$ cat src/rtl/tick_timer_pkg.sv
// Shared constants for the tick timer.
// Word indices are in 32-bit words from the block's base.
// Assumes compare channels follow the fixed registers, two words each.
package tick_timer_pkg;
    localparam int WORD_W    = 32;
    localparam int TIME_W    = 64;
    localparam int WRD_PRESC = 0;
    localparam int WRD_PEND  = 2;
    localparam int WRD_IEN   = 3;
    localparam int WRD_TIME  = 4;
    localparam int WRD_CMP   = 6;

    // number of 32-bit words the map occupies for a channel count
    function automatic int map_words(input int ntmr);
        return WRD_CMP + 2 * ntmr;
    endfunction
endpackage

$ cat src/rtl/tt_bus_port.sv
// Address-phase capture for the AHB-Lite slave.
// Records select, direction and word offset while hready is high.
// The top applies writes and drives read data from the captured values.
// Assumes no wait states from this slave; hready comes from the interconnect.
module tt_bus_port #(
    parameter int ADDR_W = 32,
    parameter int WI     = 4
) (
    input  logic              hclk,
    input  logic              hresetn,
    input  logic              hsel,
    input  logic [1:0]        htrans,
    input  logic [ADDR_W-1:0] haddr,
    input  logic              hwrite,
    input  logic              hready,
    output logic              dp_act,
    output logic              dp_wr,
    output logic [WI-1:0]     dp_woff
);
    localparam int HI_BITS = ADDR_W - WI - 2;

    // Capture the address phase of NONSEQ/SEQ beats that are selected
    always_ff @(posedge hclk) begin
        if (!hresetn) begin
            dp_act  <= 1'b0;
            dp_wr   <= 1'b0;
            dp_woff <= '0;
        end else if (hready) begin
            dp_act  <= hsel & htrans[1];
            dp_wr   <= hwrite;
            dp_woff <= haddr[WI+1:2];
        end
    end

    logic unused_lo;
    assign unused_lo = ^{haddr[1:0], htrans[0]};

    generate
        if (HI_BITS > 0) begin : g_hi
            logic unused_hi;
            assign unused_hi = ^haddr[ADDR_W-1:WI+2];
        end
    endgenerate


    capture_hold_chk: assert property (@(posedge hclk) disable iff (!hresetn)
        !hready |=> ($stable(dp_act) && $stable(dp_woff)));
endmodule

$ cat src/rtl/tt_timebase.sv
// Prescaler and shared 64-bit time count.
// The prescale value is taken from the first write after reset and then locked.
// Time runs only after that first write. A time write replaces the addressed
// half, wins over the increment and restarts the prescale interval.
module tt_timebase
    import tick_timer_pkg::*;
(
    input  logic              hclk,
    input  logic              hresetn,
    input  logic              presc_we,
    input  logic [WORD_W-1:0] presc_wd,
    input  logic              tlo_we,
    input  logic              thi_we,
    input  logic [WORD_W-1:0] tlo_wd,
    input  logic [WORD_W-1:0] thi_wd,
    output logic [WORD_W-1:0] presc_q,
    output logic [TIME_W-1:0] time_q
);
    logic              started;
    logic [WORD_W-1:0] div_cnt;
    logic              t_we;

    assign t_we = tlo_we | thi_we;

    // Latch the prescale value once and mark the count as running
    always_ff @(posedge hclk) begin
        if (!hresetn) begin
            presc_q <= '0;
            started <= 1'b0;
        end else if (presc_we && !started) begin
            presc_q <= presc_wd;
            started <= 1'b1;
        end
    end

    // Divide the bus clock and advance or overwrite the time count
    always_ff @(posedge hclk) begin
        if (!hresetn) begin
            div_cnt <= '0;
            time_q  <= '0;
        end else if (t_we) begin
            div_cnt <= '0;
            time_q  <= {thi_we ? thi_wd : time_q[TIME_W-1:WORD_W],
                        tlo_we ? tlo_wd : time_q[WORD_W-1:0]};
        end else if (started) begin
            if (div_cnt == presc_q) begin
                div_cnt <= '0;
                time_q  <= time_q + 1'b1;
            end else begin
                div_cnt <= div_cnt + 1'b1;
            end
        end
    end


    time_hold_chk: assert property (@(posedge hclk) disable iff (!hresetn)
        (!started && !t_we) |=> $stable(time_q));


    presc_lock_chk: assert property (@(posedge hclk) disable iff (!hresetn)
        started |=> $stable(presc_q));


    time_step_chk: assert property (@(posedge hclk) disable iff (!hresetn)
        (started && !t_we) |=> (time_q == $past(time_q) || time_q == $past(time_q) + 1'b1));
endmodule

$ cat src/rtl/tt_cmp_bank.sv
// Compare values and sticky pending flags, one per channel.
// A flag sets on the clock after the time count equals its compare value.
// A write to either compare half clears it; the write wins over a match.
// Compare values reset to all ones so that no channel matches out of reset.
module tt_cmp_bank
    import tick_timer_pkg::*;
#(
    parameter int NUM_TMR = 3
) (
    input  logic                             hclk,
    input  logic                             hresetn,
    input  logic [TIME_W-1:0]                time_q,
    input  logic [NUM_TMR-1:0]               lo_we,
    input  logic [NUM_TMR-1:0]               hi_we,
    input  logic [NUM_TMR-1:0][WORD_W-1:0]   lo_wd,
    input  logic [NUM_TMR-1:0][WORD_W-1:0]   hi_wd,
    output logic [NUM_TMR-1:0][TIME_W-1:0]   cmp_q,
    output logic [NUM_TMR-1:0]               pend_q
);
    generate
        for (genvar n = 0; n < NUM_TMR; n++) begin : g_ch
            logic hit;
            assign hit = (cmp_q[n] == time_q);

            // Hold this channel's compare value, written one half at a time
            always_ff @(posedge hclk) begin
                if (!hresetn) begin
                    cmp_q[n] <= '1;
                end else begin
                    if (lo_we[n]) cmp_q[n][WORD_W-1:0]      <= lo_wd[n];
                    if (hi_we[n]) cmp_q[n][TIME_W-1:WORD_W] <= hi_wd[n];
                end
            end

            // Set the sticky flag on a match, clear it on a compare write
            always_ff @(posedge hclk) begin
                if (!hresetn) begin
                    pend_q[n] <= 1'b0;
                end else if (lo_we[n] || hi_we[n]) begin
                    pend_q[n] <= 1'b0;
                end else if (hit) begin
                    pend_q[n] <= 1'b1;
                end
            end


            pend_clr_chk: assert property (@(posedge hclk) disable iff (!hresetn)
                (lo_we[n] || hi_we[n]) |=> !pend_q[n]);


            pend_sticky_chk: assert property (@(posedge hclk) disable iff (!hresetn)
                (pend_q[n] && !lo_we[n] && !hi_we[n]) |=> pend_q[n]);


            pend_set_chk: assert property (@(posedge hclk) disable iff (!hresetn)
                (hit && !lo_we[n] && !hi_we[n]) |=> pend_q[n]);
        end
    endgenerate
endmodule

$ cat src/rtl/tick_timer.sv
// Top level of the multi-compare tick timer: AHB-Lite slave, register
// decode, read mux, enable mask and interrupt combine.
// Assumes DATA_W is 32 or 64 and every access is a full bus word; narrower
// sizes, bursts and protection attributes are not looked at.
// Offsets wrap modulo the map window; the base is decoded outside.
module tick_timer
    import tick_timer_pkg::*;
#(
    parameter int NUM_TMR = 3,
    parameter int ADDR_W  = 32,
    parameter int DATA_W  = 32
) (
    input  logic              hclk,
    input  logic              hresetn,
    input  logic              hsel,
    input  logic [1:0]        htrans,
    input  logic [ADDR_W-1:0] haddr,
    input  logic              hwrite,
    input  logic [2:0]        hsize,
    input  logic [2:0]        hburst,
    input  logic [3:0]        hprot,
    input  logic [DATA_W-1:0] hwdata,
    input  logic              hready,
    output logic [DATA_W-1:0] hrdata,
    output logic              hreadyout,
    output logic              hresp,
    output logic              irq
);
    localparam int SPAN_B = map_words(NUM_TMR) * 4;
    localparam int WI     = $clog2(SPAN_B) - 2;
    localparam int NW     = 1 << WI;
    localparam int LANES  = DATA_W / WORD_W;
    localparam int LB     = $clog2(LANES);

    logic                           dp_act, dp_wr, dp_we;
    logic [WI-1:0]                  dp_woff;
    logic [WI-1:0]                  lane_idx [LANES];
    logic [NW-1:0]                  wwe;
    logic [WORD_W-1:0]              wwd   [NW];
    logic [WORD_W-1:0]              rword [NW];
    logic [WORD_W-1:0]              presc_q;
    logic [TIME_W-1:0]              time_q;
    logic [NUM_TMR-1:0]             ien_q;
    logic [NUM_TMR-1:0]             pend_q;
    logic [NUM_TMR-1:0][TIME_W-1:0] cmp_q;
    logic [NUM_TMR-1:0]             cmp_lo_we, cmp_hi_we;
    logic [NUM_TMR-1:0][WORD_W-1:0] cmp_lo_wd, cmp_hi_wd;

    assign hreadyout = 1'b1;
    assign hresp     = 1'b0;

    logic unused_ctl;
    assign unused_ctl = ^{hsize, hburst, hprot};

    tt_bus_port #(.ADDR_W(ADDR_W), .WI(WI)) u_port (
        .hclk    (hclk),
        .hresetn (hresetn),
        .hsel    (hsel),
        .htrans  (htrans),
        .haddr   (haddr),
        .hwrite  (hwrite),
        .hready  (hready),
        .dp_act  (dp_act),
        .dp_wr   (dp_wr),
        .dp_woff (dp_woff)
    );

    assign dp_we = dp_act & dp_wr & hready;

    // Word index served by each 32-bit lane of the data bus
    generate
        if (LB == 0) begin : g_one_lane
            assign lane_idx[0] = dp_woff;
        end else begin : g_multi_lane
            logic unused_lane;
            assign unused_lane = ^dp_woff[LB-1:0];
            for (genvar l = 0; l < LANES; l++) begin : g_lane
                assign lane_idx[l] = {dp_woff[WI-1:LB], LB'(l)};
            end
        end
    endgenerate

    // Spread the data-phase write over per-word strobes and data
    always_comb begin
        wwe = '0;
        for (int w = 0; w < NW; w++) wwd[w] = '0;
        for (int l = 0; l < LANES; l++) begin
            if (dp_we) wwe[lane_idx[l]] = 1'b1;
            wwd[lane_idx[l]] = hwdata[l*WORD_W +: WORD_W];
        end
    end

    tt_timebase u_tb (
        .hclk     (hclk),
        .hresetn  (hresetn),
        .presc_we (wwe[WRD_PRESC]),
        .presc_wd (wwd[WRD_PRESC]),
        .tlo_we   (wwe[WRD_TIME]),
        .thi_we   (wwe[WRD_TIME+1]),
        .tlo_wd   (wwd[WRD_TIME]),
        .thi_wd   (wwd[WRD_TIME+1]),
        .presc_q  (presc_q),
        .time_q   (time_q)
    );

    generate
        for (genvar n = 0; n < NUM_TMR; n++) begin : g_cw
            assign cmp_lo_we[n] = wwe[WRD_CMP + 2*n];
            assign cmp_hi_we[n] = wwe[WRD_CMP + 2*n + 1];
            assign cmp_lo_wd[n] = wwd[WRD_CMP + 2*n];
            assign cmp_hi_wd[n] = wwd[WRD_CMP + 2*n + 1];
        end
    endgenerate

    tt_cmp_bank #(.NUM_TMR(NUM_TMR)) u_cmp (
        .hclk    (hclk),
        .hresetn (hresetn),
        .time_q  (time_q),
        .lo_we   (cmp_lo_we),
        .hi_we   (cmp_hi_we),
        .lo_wd   (cmp_lo_wd),
        .hi_wd   (cmp_hi_wd),
        .cmp_q   (cmp_q),
        .pend_q  (pend_q)
    );

    // Enable mask; only implemented channel bits are stored
    always_ff @(posedge hclk) begin
        if (!hresetn) ien_q <= '0;
        else if (wwe[WRD_IEN]) ien_q <= wwd[WRD_IEN][NUM_TMR-1:0];
    end

    // Assemble the readable word map
    always_comb begin
        for (int w = 0; w < NW; w++) rword[w] = '0;
        rword[WRD_PRESC]  = presc_q;
        rword[WRD_PEND]   = WORD_W'(pend_q);
        rword[WRD_IEN]    = WORD_W'(ien_q);
        rword[WRD_TIME]   = time_q[WORD_W-1:0];
        rword[WRD_TIME+1] = time_q[TIME_W-1:WORD_W];
        for (int n = 0; n < NUM_TMR; n++) begin
            rword[WRD_CMP + 2*n]     = cmp_q[n][WORD_W-1:0];
            rword[WRD_CMP + 2*n + 1] = cmp_q[n][TIME_W-1:WORD_W];
        end
    end

    // Drive each lane of read data from the captured word offset
    always_comb begin
        for (int l = 0; l < LANES; l++) hrdata[l*WORD_W +: WORD_W] = rword[lane_idx[l]];
    end

    assign irq = |(pend_q & ien_q);


    irq_src_chk: assert property (@(posedge hclk) disable iff (!hresetn)
        irq |-> (pend_q != '0 && ien_q != '0));
endmodule

$ cat config.mk
export PLATFORM = sky130hd
export DESIGN_NAME = tick_timer
export DESIGN_NICKNAME = d
export VERILOG_FILES = /design/src/rtl/tick_timer_pkg.sv /design/src/rtl/tt_bus_port.sv /design/src/rtl/tt_timebase.sv /design/src/rtl/tt_cmp_bank.sv /design/src/rtl/tick_timer.sv
export SDC_FILE = /design/constraint.sdc
export NUM_CORES = 1
export LEC_CHECK = 0
export ABC_AREA = 1
export BUFFER_PORTS_ARGS = -buffer_cell sky130_fd_sc_hd__buf_2
export CAP_MARGIN = 20
export CELL_PAD_IN_SITES_DETAIL_PLACEMENT = 0
export CELL_PAD_IN_SITES_GLOBAL_PLACEMENT = 1
export CORE_MARGIN = 5
export CORE_UTILIZATION = 39
export DETAILED_ROUTE_END_ITERATION = 6
export PLACE_DENSITY_LB_ADDON = 0.08
export SLEW_MARGIN = 20
export SYNTH_ARGS = -nofsm -noshare
export SYNTH_HDL_FRONTEND = slang
export SYNTH_HIERARCHICAL = 1
export SYNTH_SLANG_ARGS = --single-unit
$ cat constraint.sdc
create_clock -name hclk -period 2.03 [get_ports hclk]
set_input_delay 0.203 -clock hclk [delete_from_list [all_inputs] [get_ports hclk]]
set_output_delay 0.203 -clock hclk [all_outputs]
set_load 0.005 [all_outputs]
==> results.ini <==
[sta]
hold_viol=0
post-route-period-util_pct=112
clock.fmax_ghz=0.440
setup_viol=36
fin_hold_ws_ns=0.0242
rsz0062_at_grt=true
relSlewSlack_pct=47.4
fin_skew_ns=0.0154
drv_slew=0
worst_pin_slew_ns=0.784
min_period_ns=2.27
setup_ws_ns=-0.242

[layout]
area_growth_pct=25.9
layout_common_cells=nand2_1, nor2_1, inv_1, dfxtp_1, buf_4
layout.cells.non_filler=5442
layout-drive-gt1-share_pct=14.9
n_antenna_cell=0
fin_nets=4711
layout.cells.most_common=nand2_1

[run]
cap_violations=0

[power_and_ir_drop]
power_density_nw_per_um2=582
ir_drop_mv=0.492
leakage_uw=0.0152

[detailed_routing]
via_per_inst=5.23
drt_first_pass_iters=6
routedWlPerCell_microns=21.5
num_vias=28483
wl_microns=117000
drc=0
ant_nets=0
drt_iter0_drc=3395

[worst_setup_path]
path_max_fanout=8
critical_path_arrival_ns=2.07
critPathKind=reg -> out
start_kind=register
rr_worst_depth=12
r2r_slack_ns=-0.01
r2r-end=u_tb/time_q[41]
cp-end-kind=output port
r2r-start=u_port/dp_woff[0]
critPathRequiredTime_ns=1.83

[die]
rows=90
die_area_sq_um=66300
fp.dieH_microns=257
start_util_pct=39.5
core_sq_um=60500
die_w_microns=257
ios=116

[global_route]
overflow=0
grt_pass1_vias=24964
antenna_found_initial=3
grt_first_pass_wirelength_microns=165000
gr-usage-all-layers_pct=32.6
grt_max_degree=102

[placement]
place_inst=5321
gp_congestion=1.02
port_buffers=74
dp_hpwl_microns=79700

[synthesis]
synth_cell_type_count=41
synth-seq-cells=333
syn_area_sq_um=23900
ys_seq_area_share_pct=27.9
syn_inst=4401
yosys_warnings=6
synth.avg_cell_area_sq_um=5.43
synth_nets=4484

[min_path]
hold_path_end=u_port/dp_woff[0]
hold_depth=3
holdCritPathClass=in -> reg
hp-start=haddr[2]

[clock_network]
clk_path_buf_depth=3
htree_levels=2
path_clk_slew_ns=0.06
cts_root_buf=clkbuf_16
cts_tree=done
cts_sinks=333
cts_buffers=45
clock_latency_ns=0.59

[run_status]
status=finished, violations left
violations=setup timing

[metal layers]
| layer | routed length (microns) | part of all wire [%] | up-vias | global-route usage [%] |
|---|---|---|---|---|
| li1 | - | - | 13943 | - |
| met1 | 51500 | 44 | 13058 | 46.6 |
| met2 | 49300 | 42 | 1271 | 49.8 |
| met3 | 10700 | 9.2 | 207 | 5.40 |
| met4 | 5180 | 4.4 | 4 | 11.5 |
| met5 | 14 | 0.012 | - | 0 |
[cell usage after synthesis, drive strengths merged]
| cell type | count | area [sq um] |
|---|---|---|
| a22oi | 1 | 7.51 |
| conb | 2 | 7.51 |
| clkinv | 35 | 131 |
| mux2i | 1 | 10.0 |
| inv | 392 | 1470 |
| nor4 | 3 | 18.8 |
| nand4 | 33 | 206 |
| nand2 | 2015 | 7590 |
| clkbuf | 80 | 303 |
| ha | 2 | 25.0 |
| xnor2 | 21 | 191 |
| o21bai | 8 | 60.1 |
| o21ai | 73 | 369 |
| o211ai | 162 | 1220 |
| nand3b | 17 | 128 |
| buf | 119 | 629 |
| o22ai | 4 | 25.0 |
| a21oi | 58 | 305 |
| dfxtp | 333 | 6670 |
| nor3 | 8 | 45.0 |
| and2 | 5 | 31.3 |
| nor3b | 2 | 15.0 |
| or2 | 6 | 37.5 |
| xor2 | 51 | 447 |
| o21a | 1 | 7.51 |
| nand3 | 192 | 961 |
| nor2 | 777 | 2970 |
[how the worst max path moves through the flow]
stage	from	endpoint	slack (ns)	cells past startpoint
after global routing	u_port/dp_woff[0]	hrdata[4]	-0.30	10
after floorplan	u_port/dp_woff[0]	u_tb/time_q[61]	-0.04	15
after CTS	u_port/dp_woff[0]	hrdata[21]	-0.24	9
after detailed placement	u_port/dp_act	u_tb/time_q[24]	0.03	11
after global placement	hready	u_tb/time_q[24]	0.05	12
final	u_port/dp_woff[0]	hrdata[26]	-0.24	10
[critical path: stages (launching register included)]
cell,delay (ns)
dfxtp_4,0.47
inv_12,0.10
buf_16,0.18
clkbuf_16,0.19
nand2_1,0.07
nand2_1,0.05
nand2_1,0.05
nand2_1,0.07
nand2_1,0.06
nand3_1,0.09
buf_2,0.15
[kinds of logic (layout without fill, tap and decap cells)]
kind of cell / Yosys count / after routing / share of synthesized area (%)
fa+ha+maj: 2 / 2 / 0.105
compound gates: 307 / 307 / 8.34
flops: 333 / 333 / 27.9
mux: 1 / 1 / 0.0419
simple gates: 3058 / 3058 / 50.3
other cells: 2 / 2 / 0.0314
xor+xnor: 72 / 72 / 2.67
buf+inv: 626 / 885 / 10.6
[through the flow]
stage / setup TNS, ns / util (%) / instance area (sq um) / total power [uW] / setup slack (ns)
after floorplan: -0.834 / - / 23900 / 7850 / -0.0398
after global placement: 0 / 44.5 / 26900 / 8770 / 0.0452
after detailed placement: 0 / 44.5 / 26900 / 8760 / 0.0342
after CTS: -5.63 / 48.4 / 29300 / 17300 / -0.235
after global routing: -15.34 / 49.7 / 30100 / 18000 / -0.300
final: -6.27 / 49.7 / 30100 / 17500 / -0.242
[layout make-up]
type	instances	area, sq um
clock inverters	11	113
clock buffers	68	1380
flip-flops and latches	333	6680
inverters	427	1620
fillers	6581	30400
multi-input cells	3442	15400
repair buffers	379	3910
well taps	782	978
[where the power goes]
| part | internal (uW) | total, uW | switching [uW] |
|---|---|---|---|
| clock network | 4900 | 8260 | 3360 |
| registers | 6570 | 6620 | 50.6 |
| logic | 910 | 2630 | 1720 |
| total | 12400 | 17500 | 5130 |
[timing repair]
| item | CTS | global route |
|---|---|---|
| hold endpoints to repair | 22 | 0 |
| pin swaps | 10 | 51 |
| endpoints found under the setup margin | 32 | 115 |
| cloned | 14 | 13 |
| buffers inserted | 8 | 1 |
| hold buffers | 7 | 0 |
| gates resized for setup | 104 | 149 |
[registers in the layout, indices dropped and copies added, names as in the netlist]
signal,flops
u_tb/div_cnt,32
u_tb/time_q,64
u_cmp/pend_q,3
u_tb/started,1
u_port/dp_act,1
u_port/dp_wr,1
ien_q,3
u_port/dp_woff,4
u_cmp/cmp_q,192
u_tb/presc_q,32
Power figures use the tool's default switching activity.
